`config.mk`:
```
export PLATFORM = sky130hd
export DESIGN_NAME = vlctx_state_reg
export DESIGN_NICKNAME = d
export VERILOG_FILES = /design/src/rtl/vlctx_pkg.sv /design/src/rtl/vlctx_len_sat.sv /design/src/rtl/vlctx_save_bank.sv /design/src/rtl/vlctx_state_reg.sv
export SDC_FILE = /design/constraint.sdc
export NUM_CORES = 1
export LEC_CHECK = 0
export ABC_CLOCK_PERIOD_IN_PS = 4200
export BUFFER_PORTS_ARGS = -buffer_cell sky130_fd_sc_hd__buf_2
export CAP_MARGIN = 20
export CELL_PAD_IN_SITES_DETAIL_PLACEMENT = 1
export CELL_PAD_IN_SITES_GLOBAL_PLACEMENT = 1
export CORE_ASPECT_RATIO = 0.5
export CORE_MARGIN = 10
export CORE_UTILIZATION = 45
export DETAILED_ROUTE_END_ITERATION = 16
export PLACE_DENSITY_LB_ADDON = 0.1
export SKIP_CTS_REPAIR_TIMING = 1
export SLEW_MARGIN = 5
export SYNTH_ARGS = -nofsm -noshare
export SYNTH_HDL_FRONTEND = slang
export SYNTH_SLANG_ARGS = --single-unit
```
`constraint.sdc`:
```
create_clock -name clk -period 4.2 [get_ports clk]
set_input_delay 0.42 -clock clk [delete_from_list [all_inputs] [get_ports clk]]
set_output_delay 0.42 -clock clk [all_outputs]
set_load 0.01 [all_outputs]
```
`src/rtl/vlctx_pkg.sv`:
```
package vlctx_pkg;
  localparam int CTX_W = 32;
  localparam int FLD_W = 6;
  localparam int SUB_W = 2;

  typedef struct packed {
    logic [3:0]       rsvd;
    logic [SUB_W-1:0] sub_idx;
    logic [SUB_W-1:0] grp_m1;
    logic [FLD_W-1:0] dst_idx;
    logic [FLD_W-1:0] src_idx;
    logic [FLD_W-1:0] vl_m1;
    logic [FLD_W-1:0] mvl_m1;
  } ctx_t;

  typedef enum logic [2:0] {
    OP_READ   = 3'd0,
    OP_WRITE  = 3'd1,
    OP_SETVL  = 3'd2,
    OP_SETMVL = 3'd3,
    OP_SETGRP = 3'd4
  } op_e;
endpackage

```
`src/rtl/vlctx_len_sat.sv`:
```
module vlctx_len_sat #(
  parameter int DW    = 32,
  parameter int LW    = 7,
  parameter int IMM_W = 5
) (
  input  logic [DW-1:0] raw_i,
  input  logic          imm_i,
  input  logic [LW-1:0] ceil_i,
  output logic [LW-1:0] len_o
);
  logic [DW:0] req;

  always_comb begin
    if (imm_i) begin
      req = {{(DW+1-IMM_W){1'b0}}, raw_i[IMM_W-1:0]} + {{DW{1'b0}}, 1'b1};
    end else begin
      req = {1'b0, raw_i};
    end
    if (req == '0) begin
      len_o = LW'(1);
    end else if (req > {{(DW+1-LW){1'b0}}, ceil_i}) begin
      len_o = ceil_i;
    end else begin
      len_o = req[LW-1:0];
    end
  end
endmodule

```
`src/rtl/vlctx_save_bank.sv`:
```
module vlctx_save_bank #(
  parameter int NUM = 4,
  parameter int SW  = 2,
  parameter int DW  = 32
) (
  input  logic          clk,
  input  logic          rst_n,
  input  logic          swap_i,
  input  logic [SW-1:0] sel_i,
  input  logic [DW-1:0] wdata_i,
  output logic [DW-1:0] rdata_o
);
  logic [NUM-1:0][DW-1:0] slot_q;
  logic [NUM-1:0][DW-1:0] slot_d;
  logic [NUM-1:0]         slot_en;

  always_comb begin
    for (int k = 0; k < NUM; k++) begin
      slot_en[k] = swap_i && (sel_i == SW'(k));
      slot_d[k]  = slot_en[k] ? wdata_i : slot_q[k];
    end
  end

  always_ff @(posedge clk or negedge rst_n) begin
    if (!rst_n) begin
      slot_q <= '0;
    end else if (swap_i) begin
      slot_q <= slot_d;
    end
  end

  assign rdata_o = slot_q[sel_i];
endmodule

```
`src/rtl/vlctx_state_reg.sv`:
```
module vlctx_state_reg
  import vlctx_pkg::*;
#(
  parameter int XLEN     = 32,
  parameter int NUM_PRIV = 4,
  localparam int PRIV_W  = (NUM_PRIV > 1) ? $clog2(NUM_PRIV) : 1
) (
  input  logic              clk,
  input  logic              rst_n,
  input  logic              req_valid_i,
  input  logic [2:0]        req_op_i,
  input  logic              req_imm_i,
  input  logic [CTX_W-1:0]  req_data_i,
  input  logic              trap_enter_i,
  input  logic              trap_return_i,
  input  logic [PRIV_W-1:0] priv_sel_i,
  output logic [CTX_W-1:0]  ctx_o,
  output logic              rsp_valid_o,
  output logic [CTX_W-1:0]  rsp_data_o,
  output logic              rsp_illegal_o
);
  localparam int LEN_W = FLD_W + 1;
  localparam logic [FLD_W-1:0] MVL_TOP = FLD_W'(XLEN - 1);
  localparam logic [LEN_W-1:0] LEN_CAP = LEN_W'(XLEN);

  ctx_t             ctx_q, ctx_d, wr_ctx;
  logic             ctx_en;
  logic             swap;
  logic             req_go;
  logic [CTX_W-1:0] saved_rd;
  logic [LEN_W-1:0] vl_len, mvl_len, vl_ceil;
  logic             rsp_valid_q;
  logic [CTX_W-1:0] rsp_data_q, rsp_data_d;
  logic             rsp_ill_q, rsp_ill_d;

  assign swap    = trap_enter_i | trap_return_i;
  assign req_go  = req_valid_i & ~swap;
  assign ctx_en  = swap | req_go;
  assign vl_ceil = {1'b0, ctx_q.mvl_m1} + LEN_W'(1);

  vlctx_len_sat #(.DW(CTX_W), .LW(LEN_W), .IMM_W(5)) u_vl_sat (
    .raw_i (req_data_i),
    .imm_i (req_imm_i),
    .ceil_i(vl_ceil),
    .len_o (vl_len)
  );

  vlctx_len_sat #(.DW(CTX_W), .LW(LEN_W), .IMM_W(5)) u_mvl_sat (
    .raw_i (req_data_i),
    .imm_i (req_imm_i),
    .ceil_i(LEN_CAP),
    .len_o (mvl_len)
  );

  vlctx_save_bank #(.NUM(NUM_PRIV), .SW(PRIV_W), .DW(CTX_W)) u_bank (
    .clk    (clk),
    .rst_n  (rst_n),
    .swap_i (swap),
    .sel_i  (priv_sel_i),
    .wdata_i(ctx_q),
    .rdata_o(saved_rd)
  );

  always_comb begin
    wr_ctx        = ctx_t'(req_data_i);
    wr_ctx.rsvd   = '0;
    if (wr_ctx.mvl_m1 > MVL_TOP) wr_ctx.mvl_m1 = MVL_TOP;
    if (wr_ctx.vl_m1 > wr_ctx.mvl_m1) wr_ctx.vl_m1 = wr_ctx.mvl_m1;
  end

  always_comb begin
    ctx_d      = ctx_q;
    rsp_data_d = '0;
    rsp_ill_d  = 1'b0;
    if (swap) begin
      ctx_d = ctx_t'(saved_rd);
    end else if (req_valid_i) begin
      case (req_op_i)
        OP_READ: rsp_data_d = ctx_q;
        OP_WRITE: begin
          ctx_d      = wr_ctx;
          rsp_data_d = wr_ctx;
        end
        OP_SETVL: begin
          ctx_d.vl_m1 = FLD_W'(vl_len - LEN_W'(1));
          rsp_data_d  = CTX_W'(vl_len);
        end
        OP_SETMVL: begin
          ctx_d.mvl_m1 = FLD_W'(mvl_len - LEN_W'(1));
          if (ctx_q.vl_m1 > ctx_d.mvl_m1) ctx_d.vl_m1 = ctx_d.mvl_m1;
          rsp_data_d = CTX_W'(mvl_len);
        end
        OP_SETGRP: begin
          if (req_data_i >= CTX_W'(1) && req_data_i <= CTX_W'(4)) begin
            ctx_d.grp_m1 = SUB_W'(req_data_i - CTX_W'(1));
            rsp_data_d   = req_data_i;
          end else begin
            rsp_ill_d = 1'b1;
          end
        end
        default: rsp_ill_d = 1'b1;
      endcase
    end
  end

  always_ff @(posedge clk or negedge rst_n) begin
    if (!rst_n) begin
      ctx_q <= '0;
    end else if (ctx_en) begin
      ctx_q <= ctx_d;
    end
  end

  always_ff @(posedge clk or negedge rst_n) begin
    if (!rst_n) begin
      rsp_valid_q <= 1'b0;
      rsp_data_q  <= '0;
      rsp_ill_q   <= 1'b0;
    end else begin
      rsp_valid_q <= req_go;
      rsp_data_q  <= rsp_data_d;
      rsp_ill_q   <= rsp_ill_d & req_go;
    end
  end

  assign ctx_o         = ctx_q;
  assign rsp_valid_o   = rsp_valid_q;
  assign rsp_data_o    = rsp_data_q;
  assign rsp_illegal_o = rsp_ill_q;
endmodule

```
# After elaboration in Yosys (flattened, before gate mapping)
# Index checks and enable logic that the tools add are counted.
dict set report word_totals {
  regBits 194
  input_bits 43
  word_cells 89
}
dict set report classes {
  add_sub_neg 5
  n_lt_le_gt_ge 8
  eq_ne 9
  n_mux 26
  bitwise_logic 5
  reduce_logical 22
}
# operator n
set ops {}
lappend ops {{32-bit 2-to-1 mux} 7}
lappend ops {{32-bit case mux with 5 select lines} 1}
lappend ops {{32-bit binary-select mux with 2-bit select} 1}
lappend ops {{33-bit by 6-bit > comparator with 1-bit output, second input constant} 1}
lappend ops {{33-bit by 7-bit > comparator with 1-bit output} 1}
lappend ops {{33-bit logical NOT} 1}
lappend ops {{32-bit by 1-bit >= comparator with 1-bit output, second input constant} 1}
lappend ops {{32-bit by 3-bit <= comparator with 1-bit output, second input constant} 1}
lappend ops {{7-bit 2-to-1 mux} 4}
lappend ops {{6-bit 2-to-1 mux} 4}
lappend ops {{6-bit case mux with 3 select lines} 1}
lappend ops {{6-bit > comparator} 2}
lappend ops {{12-bit 2-to-1 mux} 1}
lappend ops {{6-bit case mux with 2 select lines} 1}
lappend ops {{6-bit by 1-bit subtractor with 6-bit output, second input constant} 2}
lappend ops {{2-bit AND reduction} 4}
lappend ops {{4-bit AND reduction} 2}
lappend ops {{6-bit by 1-bit adder with 7-bit output, second input constant} 1}
lappend ops {{5-bit by 1-bit adder with 6-bit output, second input constant} 1}
lappend ops {{3-bit by 2-bit == test with 1-bit output, second input constant} 2}
lappend ops {{6-bit by 5-bit > comparator with 1-bit output, second input constant} 1}
lappend ops {{3-bit != test, second input constant} 2}
lappend ops {{3-bit AND reduction} 2}
lappend ops {{3-bit nonzero test} 2}
lappend ops {{other kinds (19)} 29}

# Logic depth before layout (Yosys ltp)
# Gate-level depths: netlist of run 1.
dict set report logic_depth {
  word_depth 11
  depth_mapped 20
}

# Hierarchy
# From an unflattened synthesis of run 1, not the netlist that was laid out.
dict set report unflattened {
  hier_cells 878
  hier_area_um2 10641.5
}
# mod instances cells_per_inst area_per_inst_um2
set by_module_without_submodules {}
lappend by_module_without_submodules {vlctx_save_bank 1 312 5544.1}
lappend by_module_without_submodules {vlctx_state_reg 1 416 3938.8}
lappend by_module_without_submodules {vlctx_len_sat 2 75 579.3}

# Least setup slack after synthesis of run 1
# OpenSTA, ideal clock, no wires.
dict set report synth_timing {
  kind {in2reg}
  startpoint {input req_data_i[1]}
  endpoint {register ctx_q, in the netlist ctx_o[9]}
  setup_time_ns 0.128
  t_arrival_ns 3.903
  slack_ns 0.169
  path_stages 18
  n_path_buf 2
  cell_sequence {clkbuf_1 > inv_1 > ha_1 > nand3b_1 > o41a_1 > a21oi_1 > and3_1 > buf_2 > a21oi_1 > ha_1 > xnor2_1 > ha_1 > a21oi_1 > a31oi_1 > a211o_1 > o221ai_1 > a21oi_2 > mux2_1}
}
dict set report synth_between {
  elab_chain_len 10
}
# element line_no
set synth_rtl {}
lappend synth_rtl {{start: declaration} vlctx_state_reg.sv:13} ;# input logic [CTX_W-1:0] req_data_i,
lappend synth_rtl {{parallel branches: the longest is 10 deep, another holds 33-bit by 6-bit > comparator with 1-bit output} --}
lappend synth_rtl {{end signal: assignment} vlctx_state_reg.sv:110} ;# ctx_q <= ctx_d;
lappend synth_rtl {{end: declaration} vlctx_state_reg.sv:26} ;# ctx_t ctx_q, ctx_d, wr_ctx;
# Parallel ways; which one is timed is not known. The select of a mux whose other input is x is not followed.
# A chain may end at the register's enable or synchronous reset.

# Final worst setup path of run 1
dict set report layout_timing {
  startpoint {register ctx_q, in the netlist ctx_o[1]}
  endpoint {register ctx_q, in the netlist ctx_o[8]}
}
dict set report layout_between {
  elab_chain_len 8
}
# element line_no
set layout_rtl {}
lappend layout_rtl {{6-bit by 1-bit adder with 7-bit output (*)} vlctx_state_reg.sv:39} ;# assign vl_ceil = {1'b0, ctx_q.mvl_m1} + LEN_W'(1);
lappend layout_rtl {{33-bit by 7-bit > comparator with 1-bit output} vlctx_len_sat.sv:21} ;# end else if (req > {{(DW+1-LW){1'b0}}, ceil_i}) begin
lappend layout_rtl {{7-bit 2-to-1 mux (*)} vlctx_len_sat.sv:21}
lappend layout_rtl {{7-bit 2-to-1 mux (*)} vlctx_len_sat.sv:19} ;# if (req == '0) begin
lappend layout_rtl {{6-bit by 1-bit subtractor with 6-bit output (*)} vlctx_state_reg.sv:85} ;# ctx_d.vl_m1 = FLD_W'(vl_len - LEN_W'(1));
lappend layout_rtl {{6-bit case mux with 3 select lines (*)} vlctx_state_reg.sv:78} ;# case (req_op_i)
lappend layout_rtl {{32-bit 2-to-1 mux (*)} vlctx_state_reg.sv:77} ;# end else if (req_valid_i) begin
lappend layout_rtl {{32-bit 2-to-1 mux (*)} vlctx_state_reg.sv:75} ;# if (swap) begin
# Mark *: on every way between the ends. The rest lies on a longest branch, timed or not. The select of a mux whose other input is x is not followed.

==> results of run 1 <==
==> cells in the mapped netlist, drive strengths merged (2+ instances only) <==
cell / count
mux2i: 24
a21oi: 32
mux2: 126
nor2: 62
nand4: 6
a22oi: 20
xor2: 5
nand2: 66
and3: 9
a222oi: 5
buf: 17
nand2b: 5
o221ai: 4
o21ai: 38
or3: 4
nor3: 9
clkbuf: 35
a2111oi: 4
o211ai: 3
a22o: 4
nor2b: 4
o22ai: 5
a211oi: 3
nand3: 15
o221a: 2
a211o: 2
a31oi: 10
ha: 22
o21a: 5
xnor2: 9
and2: 3
o31ai: 2
nor4: 5
o41ai: 2
dfrtp: 194
or2: 4
inv: 24
mux4: 32
a21o: 4
==> power by group <==
group          internal, W  switching, W  total (W)
Combinational      0.00101      0.000891    0.00190
Sequential         0.00246      0.000484    0.00295
Clock             0.000794      0.000765    0.00156
Total              0.00427       0.00214    0.00641
==> cell type report <==
| cell class | count | share of cell area (%) |
|---|---|---|
| inverters | 24 | 0.776 |
| multi-input cells | 573 | 41.6 |
| flip-flops and latches | 194 | 41.8 |
| clock buffers | 19 | 3.82 |
| clock inverters | 13 | 1.02 |
| well taps | 300 | 3.23 |
| repair buffers | 155 | 7.77 |
==> kinds of logic after synthesis <==
logic type / Yosys count / share of synthesized area [%]
adders and majority gates: 22 / 2.77
buffers and inverters: 76 / 3.12
other: 1 / 0.0377
and+or+nand+nor: 197 / 9.17
DFF: 194 / 48.8
muxes: 182 / 23.9
xor gates and xnor gates: 14 / 1.42
AOI/OAI and AO/OA: 157 / 10.8
==> how the worst max path moves through the flow <==
stage | cells after the start | endpoint | from | slack (ns)
global placement | 16 | ctx_o[9]$_DFFE_PN0P_ | req_data_i[22] | -0.05
finish | 15 | ctx_o[8]$_DFFE_PN0P_ | ctx_o[1]$_DFFE_PN0P_ | 0.35
CTS | 16 | ctx_o[8]$_DFFE_PN0P_ | req_data_i[22] | 0.29
detailed placement | 16 | ctx_o[8]$_DFFE_PN0P_ | req_data_i[22] | -0.16
floorplan | 18 | ctx_o[9]$_DFFE_PN0P_ | req_data_i[1] | 0.17
global route | 16 | ctx_o[10]$_DFFE_PN0P_ | ctx_o[1]$_DFFE_PN0P_ | 0.02
==> stage by stage <==
stage	instance area [sq um]	TNS [ns]
after global routing	11600	0
final	11600	0
after global placement	11000	-0.162
after CTS	11600	0
after detailed placement	11000	-0.720
after floorplan	9950	0
==> registers in the layout, summed over array words and instances, names as in the netlist <==
signal / cells
rsp_data_o: 32
u_bank.slot_q: 128
rsp_illegal_o: 1
rsp_valid_o: 1
ctx_o: 32
==> metal layers <==
metal / up-vias / share of wire, % / global-route usage, %
met5: - / 0 / 0
met4: 0 / 1.2 / 4.69
met3: 26 / 4.7 / 5.10
met2: 164 / 49 / 35.3
met1: 4007 / 45 / 28.0
li1: 3345 / - / -
==> cell usage in the layout (no fill, tap or decap), drive strengths merged, types with 5 or more instances in the layout <==
cell and n:
a21oi 32, a222oi 5, a22oi 20, a31oi 10, and3 9, buf 154
clkbuf 20, clkinv 5, dfrtp 194, ha 22, inv 29, mux2 126
mux2i 24, mux4 32, nand2 66, nand2b 5, nand3 15, nand4 6
nor2 62, nor3 9, nor4 5, o21a 5, o21ai 38, o22ai 5
xnor2 9, xor2 5
==> worst reg2reg max path: cells and delay by family, from the launching register on <==
kind                       cells  cell delay (ns)
DFF                            1             0.48
AOI/OAI and AO/OA              5             1.29
xor gates and xnor gates       2             0.43
and+or+nand+nor                3             0.34
adders and majority gates      3             0.80
muxes                          1             0.29
buffers and inverters          1             0.11
==> metrics.txt, run 1 <==
status=complete, no violations; DR pass1 iterations=8; worst flop-to-flop path startpoint=ctx_o[1]$_DFFE_PN0P_; vias=between 7k and 8k; Arr. time, crit path=between 4 and 5 ns; vias in the first global route=8190; Remaining DRCs=0; number of nets still failing antenna checks after routing=0; critical path class=flip-flop to flip-flop; Leakage=5.40 nW; root buf cell=clkbuf_16; Max Root-Sink Buffers=2; Seq/Total Area, Yosys=~49%; IO Pins=roughly 110; Worst path slowest cell=dfrtp_1; synth top area cells=dfrtp_1, mux2_2, mux4_2; Pwr Density=about 550 nW/um^2; P&R area growth vs syn=16.7%; crit-path cells=ha_1 > xor2_1 > inv_1 > ha_1 > nand4_1 > nor2_1 > o21a_1 > o22ai_1 > a221o_1 > mux2i_1 > nor2_1 > ha_1 > xnor2_1 > a2111oi_2 > o41ai_1; Die ar.=28800 sq um; CP top delay family=compound AO/OA/AOI/OAI gates; # fillers=~2.3k; CP max stage delay=between 0.4 and 0.5 ns; clock sink count=slightly below 200; CTS tree=yes; post-synth top area cell=dfrtp_1; asr flop ratio synth=100%; Post-synth top flop=dfrtp_1; gpl congestion=between 0.8 and 0.9; final core occ=between 50% and 60%; syn_nets=around 900; Final min period=3.85 ns; Synth Register Bits=between 150 and 200; DIE HEIGHT=approximately 130 um; Placed Instances=1246; final wirelength=just over 30000 um; startpoint types=flip-flop; Fmax achieved=~260 MHz; final setup violating endpoints=0; Nets=between 1k and 1.5k; clock-pin slew on the worst setup and hold paths=around 0.070 ns; First DRT Iteration DRCs=roughly 540; worst slew pin tran=0.978 ns; row cnt=38; Mapped Area=9950 sq um; element type at the critical path end=flip-flop; endpoints failing hold=0; Yosys warning count=0; Synth top area share=48.8%; Max Cap Viol=0; RSZ-0062 raised after global routing=no; Clk Latency, worst-skew pair=between 0.4 and 0.5 ns; initial antenna violation count=0; syn_area_per_cell=between 10 and 15 sq um; hold slack=between 0.1 and 0.15 ns; Most common cell on crit path=ha_1; grt total ovfl=0; register-to-register path setup slack=between 0.3 and 0.4 ns; Rel. slew slack=a little over a third; core area=approximately 22000 sq um; max-slew violations=0; Port Buf Inserts=between 100 and 150; largest net degree at the start of global routing=between 100 and 150; Crit path buffers/inverters=1; Multi-input gate area=4820 sq um; # diodes=0; pre-CTS setup slack=-0.159 ns; register area=4860 sq um; VDD IR max=approximately 330 uV; Hold/Removal Path Class=input pin to async pin; Avg WL per Cell=approximately 24 um; layout cells sized above 1=a little under two fifths; total power=0.00641 W; Vias/cell=between 5 and 6; worst path required time=approximately 4.5 ns; Netlist cell types=between 60 and 70; cts bufs inserted=17; H-Tree Depth=4; first-pass GRT wire length=48300 um; final clock skew=approximately 0.011 ns; Post-synth EDFFs=0; fin cells=~1.3k; Cells after Synth=843; r2r worst-path depth=15; initial core utilization=a little under half; Die Wd=approximately 230 um; crit-path max FO=7; total track usage=between 20% and 30%; Detailed Place HPWL=about 22000 um; reg-to-reg critical path endpoint=ctx_o[8]$_DFFE_PN0P_; period utilization=between 90% and 100%; Final Worst Setup Slack=0.347 ns
Power figures use the tool's default switching activity.
==> run 2: changes to the inputs <==
--- a/config.mk
+++ b/config.mk
@@ -13,8 +13,9 @@
 export CORE_ASPECT_RATIO = 0.5
 export CORE_MARGIN = 10
 export CORE_UTILIZATION = 45
+export CTS_BUF_LIST = sky130_fd_sc_hd__clkbuf_8
 export DETAILED_ROUTE_END_ITERATION = 16
-export PLACE_DENSITY_LB_ADDON = 0.1
+export PLACE_DENSITY = 0.72
 export SKIP_CTS_REPAIR_TIMING = 1
 export SLEW_MARGIN = 5
 export SYNTH_ARGS = -nofsm -noshare
==> run 2 against run 1 <==
Core utilization down 0.13 points. Sequential share of layout area up 0.11 points. Clock skew increased by 0.0022 ns. Worst hold slack better by 0.11 ns. Via count decreased by 0.12%. Global-route usage increased by 0.34 points.
==> metrics.txt, run 2 (synthesis results as in run 1) <==
status=complete, no violations; worst flop-to-flop path startpoint=ctx_o[1]$_DFFE_PN0P_; core area=between 20000 and 25000 sq um; vias=7533; Nets=about 1.0k; Hold/Removal Path Class=input pin to flip-flop; Worst path depth=14; r2r worst-path depth=14; total track usage=approximately 22%; RSZ-0062 raised after global routing=no; row cnt=38; TNS Setup=0 ns; number of nets still failing antenna checks after routing=0; final clock skew=between 0.01 and 0.015 ns; crit-path max FO=7; most frequent cells in the layout=dfrtp_1, mux2_2, buf_2, nand2_1, nor2_1; Multi-input gate area=about 4800 sq um; total power=0.00627 W; final setup violating endpoints=0; Avg WL per Cell=approximately 24 um; VDD IR max=between 200 and 300 uV; CP max stage delay=between 0.4 and 0.5 ns; Crit. Startpoint=ctx_o[1]$_DFFE_PN0P_; Fmax achieved=254 MHz; gpl congestion=a little over 0.9; layout cells sized above 1=roughly 38%; Max Root-Sink Buffers=2; vias in the first global route=between 8k and 9k; largest net degree at the start of global routing=between 100 and 150; endpoints failing hold=0; Port Buf Inserts=108; CTS tree=yes; max FFs per register=128; crit-path cells=buf_4 > nand3_1 > xor2_1 > ha_1 > a21oi_1 > a21o_1 > o22ai_1 > a221o_1 > mux2i_1 > nor2_1 > ha_1 > xnor2_1 > a2111oi_2 > o41ai_1; Clk Latency, worst-skew pair=0.48 ns; final core occ=between 50 and 60%; Die ar.=around 29000 sq um; root buf cell=clkbuf_8; commonest non-fill, non-tap cell in the layout=dfrtp_1; IO Pins=between 100 and 150; Placed Instances=1250; Max Cap Viol=0; final wirelength=roughly 31000 um; register-to-register path setup slack=around 0.26 ns; clock-pin slew on the worst setup and hold paths=~0.1 ns; initial antenna violation count=1; grt total ovfl=0; Detailed Place HPWL=~22000 um; P&R area growth vs syn=16.4%; H-Tree Depth=4; Critical Path End=ctx_o[8]$_DFFE_PN0P_; reg-to-reg critical path endpoint=ctx_o[8]$_DFFE_PN0P_; register area=a little under 5000 sq um; Remaining DRCs=0; Final min period=a little under 4 ns; Worst path slowest cell=dfrtp_2; fin cells=roughly 1.3k; period utilization=about 94%; element type at the critical path end=flip-flop; CP top delay family=compound AO/OA/AOI/OAI gates; Rel. slew slack=a little over a third; first-pass GRT wire length=around 49000 um; cts bufs inserted=17; worst slew pin tran=0.977 ns; Crit path buffers/inverters=1; DIE HEIGHT=approximately 130 um; Arr. time, crit path=about 4.3 ns; Final Worst Setup Slack=~0.26 ns; Vias/cell=5.86; initial core utilization=~46%; pre-CTS setup slack=between 0.03 and 0.04 ns; Pwr Density=around 540 nW/um^2; Most common cell on crit path=ha_1; Reg with most FFs=u_bank.slot_q; startpoint types=flip-flop; Leakage=around 5.4 nW; DR pass1 iterations=5; # fillers=around 2.3k; max-slew violations=0; First DRT Iteration DRCs=541; Die Wd=between 200 and 250 um; clock sink count=~190; worst path required time=around 4.6 ns; critical path class=flip-flop to flip-flop
run 2: cell count changes in the layout (fill, tap and decap cells not counted), moves of 3 or more:
cell,delta
buf_4,+4
bufinv_16,+4
clkbuf_16,-17
clkbuf_8,+16
clkinv_4,-3
run 2: worst min-delay path by stage:
stage                                    from  depth (start not counted)                             end  slack [ns]
6_report                       req_data_i[18]                          3        rsp_data_o[18]$_DFF_PN0_        0.22
5_1_grt                        req_data_i[12]                          3        rsp_data_o[12]$_DFF_PN0_        0.20
4_1_cts                                 rst_n                          1        rsp_data_o[18]$_DFF_PN0_        0.14
3_5_place_dp   u_bank.slot_q[101]$_DFFE_PN0P_                          2  u_bank.slot_q[101]$_DFFE_PN0P_        0.48
3_3_place_gp    u_bank.slot_q[96]$_DFFE_PN0P_                          2   u_bank.slot_q[96]$_DFFE_PN0P_        0.46
2_1_floorplan                           rst_n                          0            ctx_o[0]$_DFFE_PN0P_        0.12
run 2: cell type report:
| class | instances | share of cell area [%] |
|---|---|---|
| diodes | 1 | 0.0216 |
| clock buffers | 17 | 2.02 |
| clock inverters | 15 | 1.93 |
| inverters | 24 | 0.778 |
| multi-input cells | 573 | 41.7 |
| flip-flops and latches | 194 | 41.9 |
| well taps | 300 | 3.24 |
| repair buffers | 161 | 8.37 |
run 2: tightest hold or removal path, delay by kind of cell:
| kind | cells | cell delay (ns) |
|---|---|---|
| buf+inv | 1 | 0.10 |
| simple gates | 1 | 0.08 |
| compound gates | 1 | 0.06 |
run 2: metal layers:
metal	GRT usage (%)	share of wire, %	wire length (um)	up-vias
met4	6.15	1.8	572	0
met3	4.45	5.5	1700	39
met1	28.3	44	13800	3943
met2	36.0	49	15100	210
met5	0	0	0	-
li1	-	-	-	3341
run 2: power breakdown:
group | switching [W] | leakage (nW) | total, W | internal, W
sequential | 0.000471 | 2.48 | 0.00293 | 0.00246
combinational | 0.000919 | 2.68 | 0.00193 | 0.00102
clock | 0.000741 | 0.225 | 0.00141 | 0.000667
total | 0.00213 | 5.39 | 0.00627 | 0.00414
run 2: per-stage QoR:
step           hold slack (ns)  cell area, sq um
2_1_floorplan            0.124              9950
6_report                 0.221             11600
3_5_place_dp             0.479             11100
3_3_place_gp             0.461             11100
5_1_grt                  0.198             11600
4_1_cts                  0.137             11500
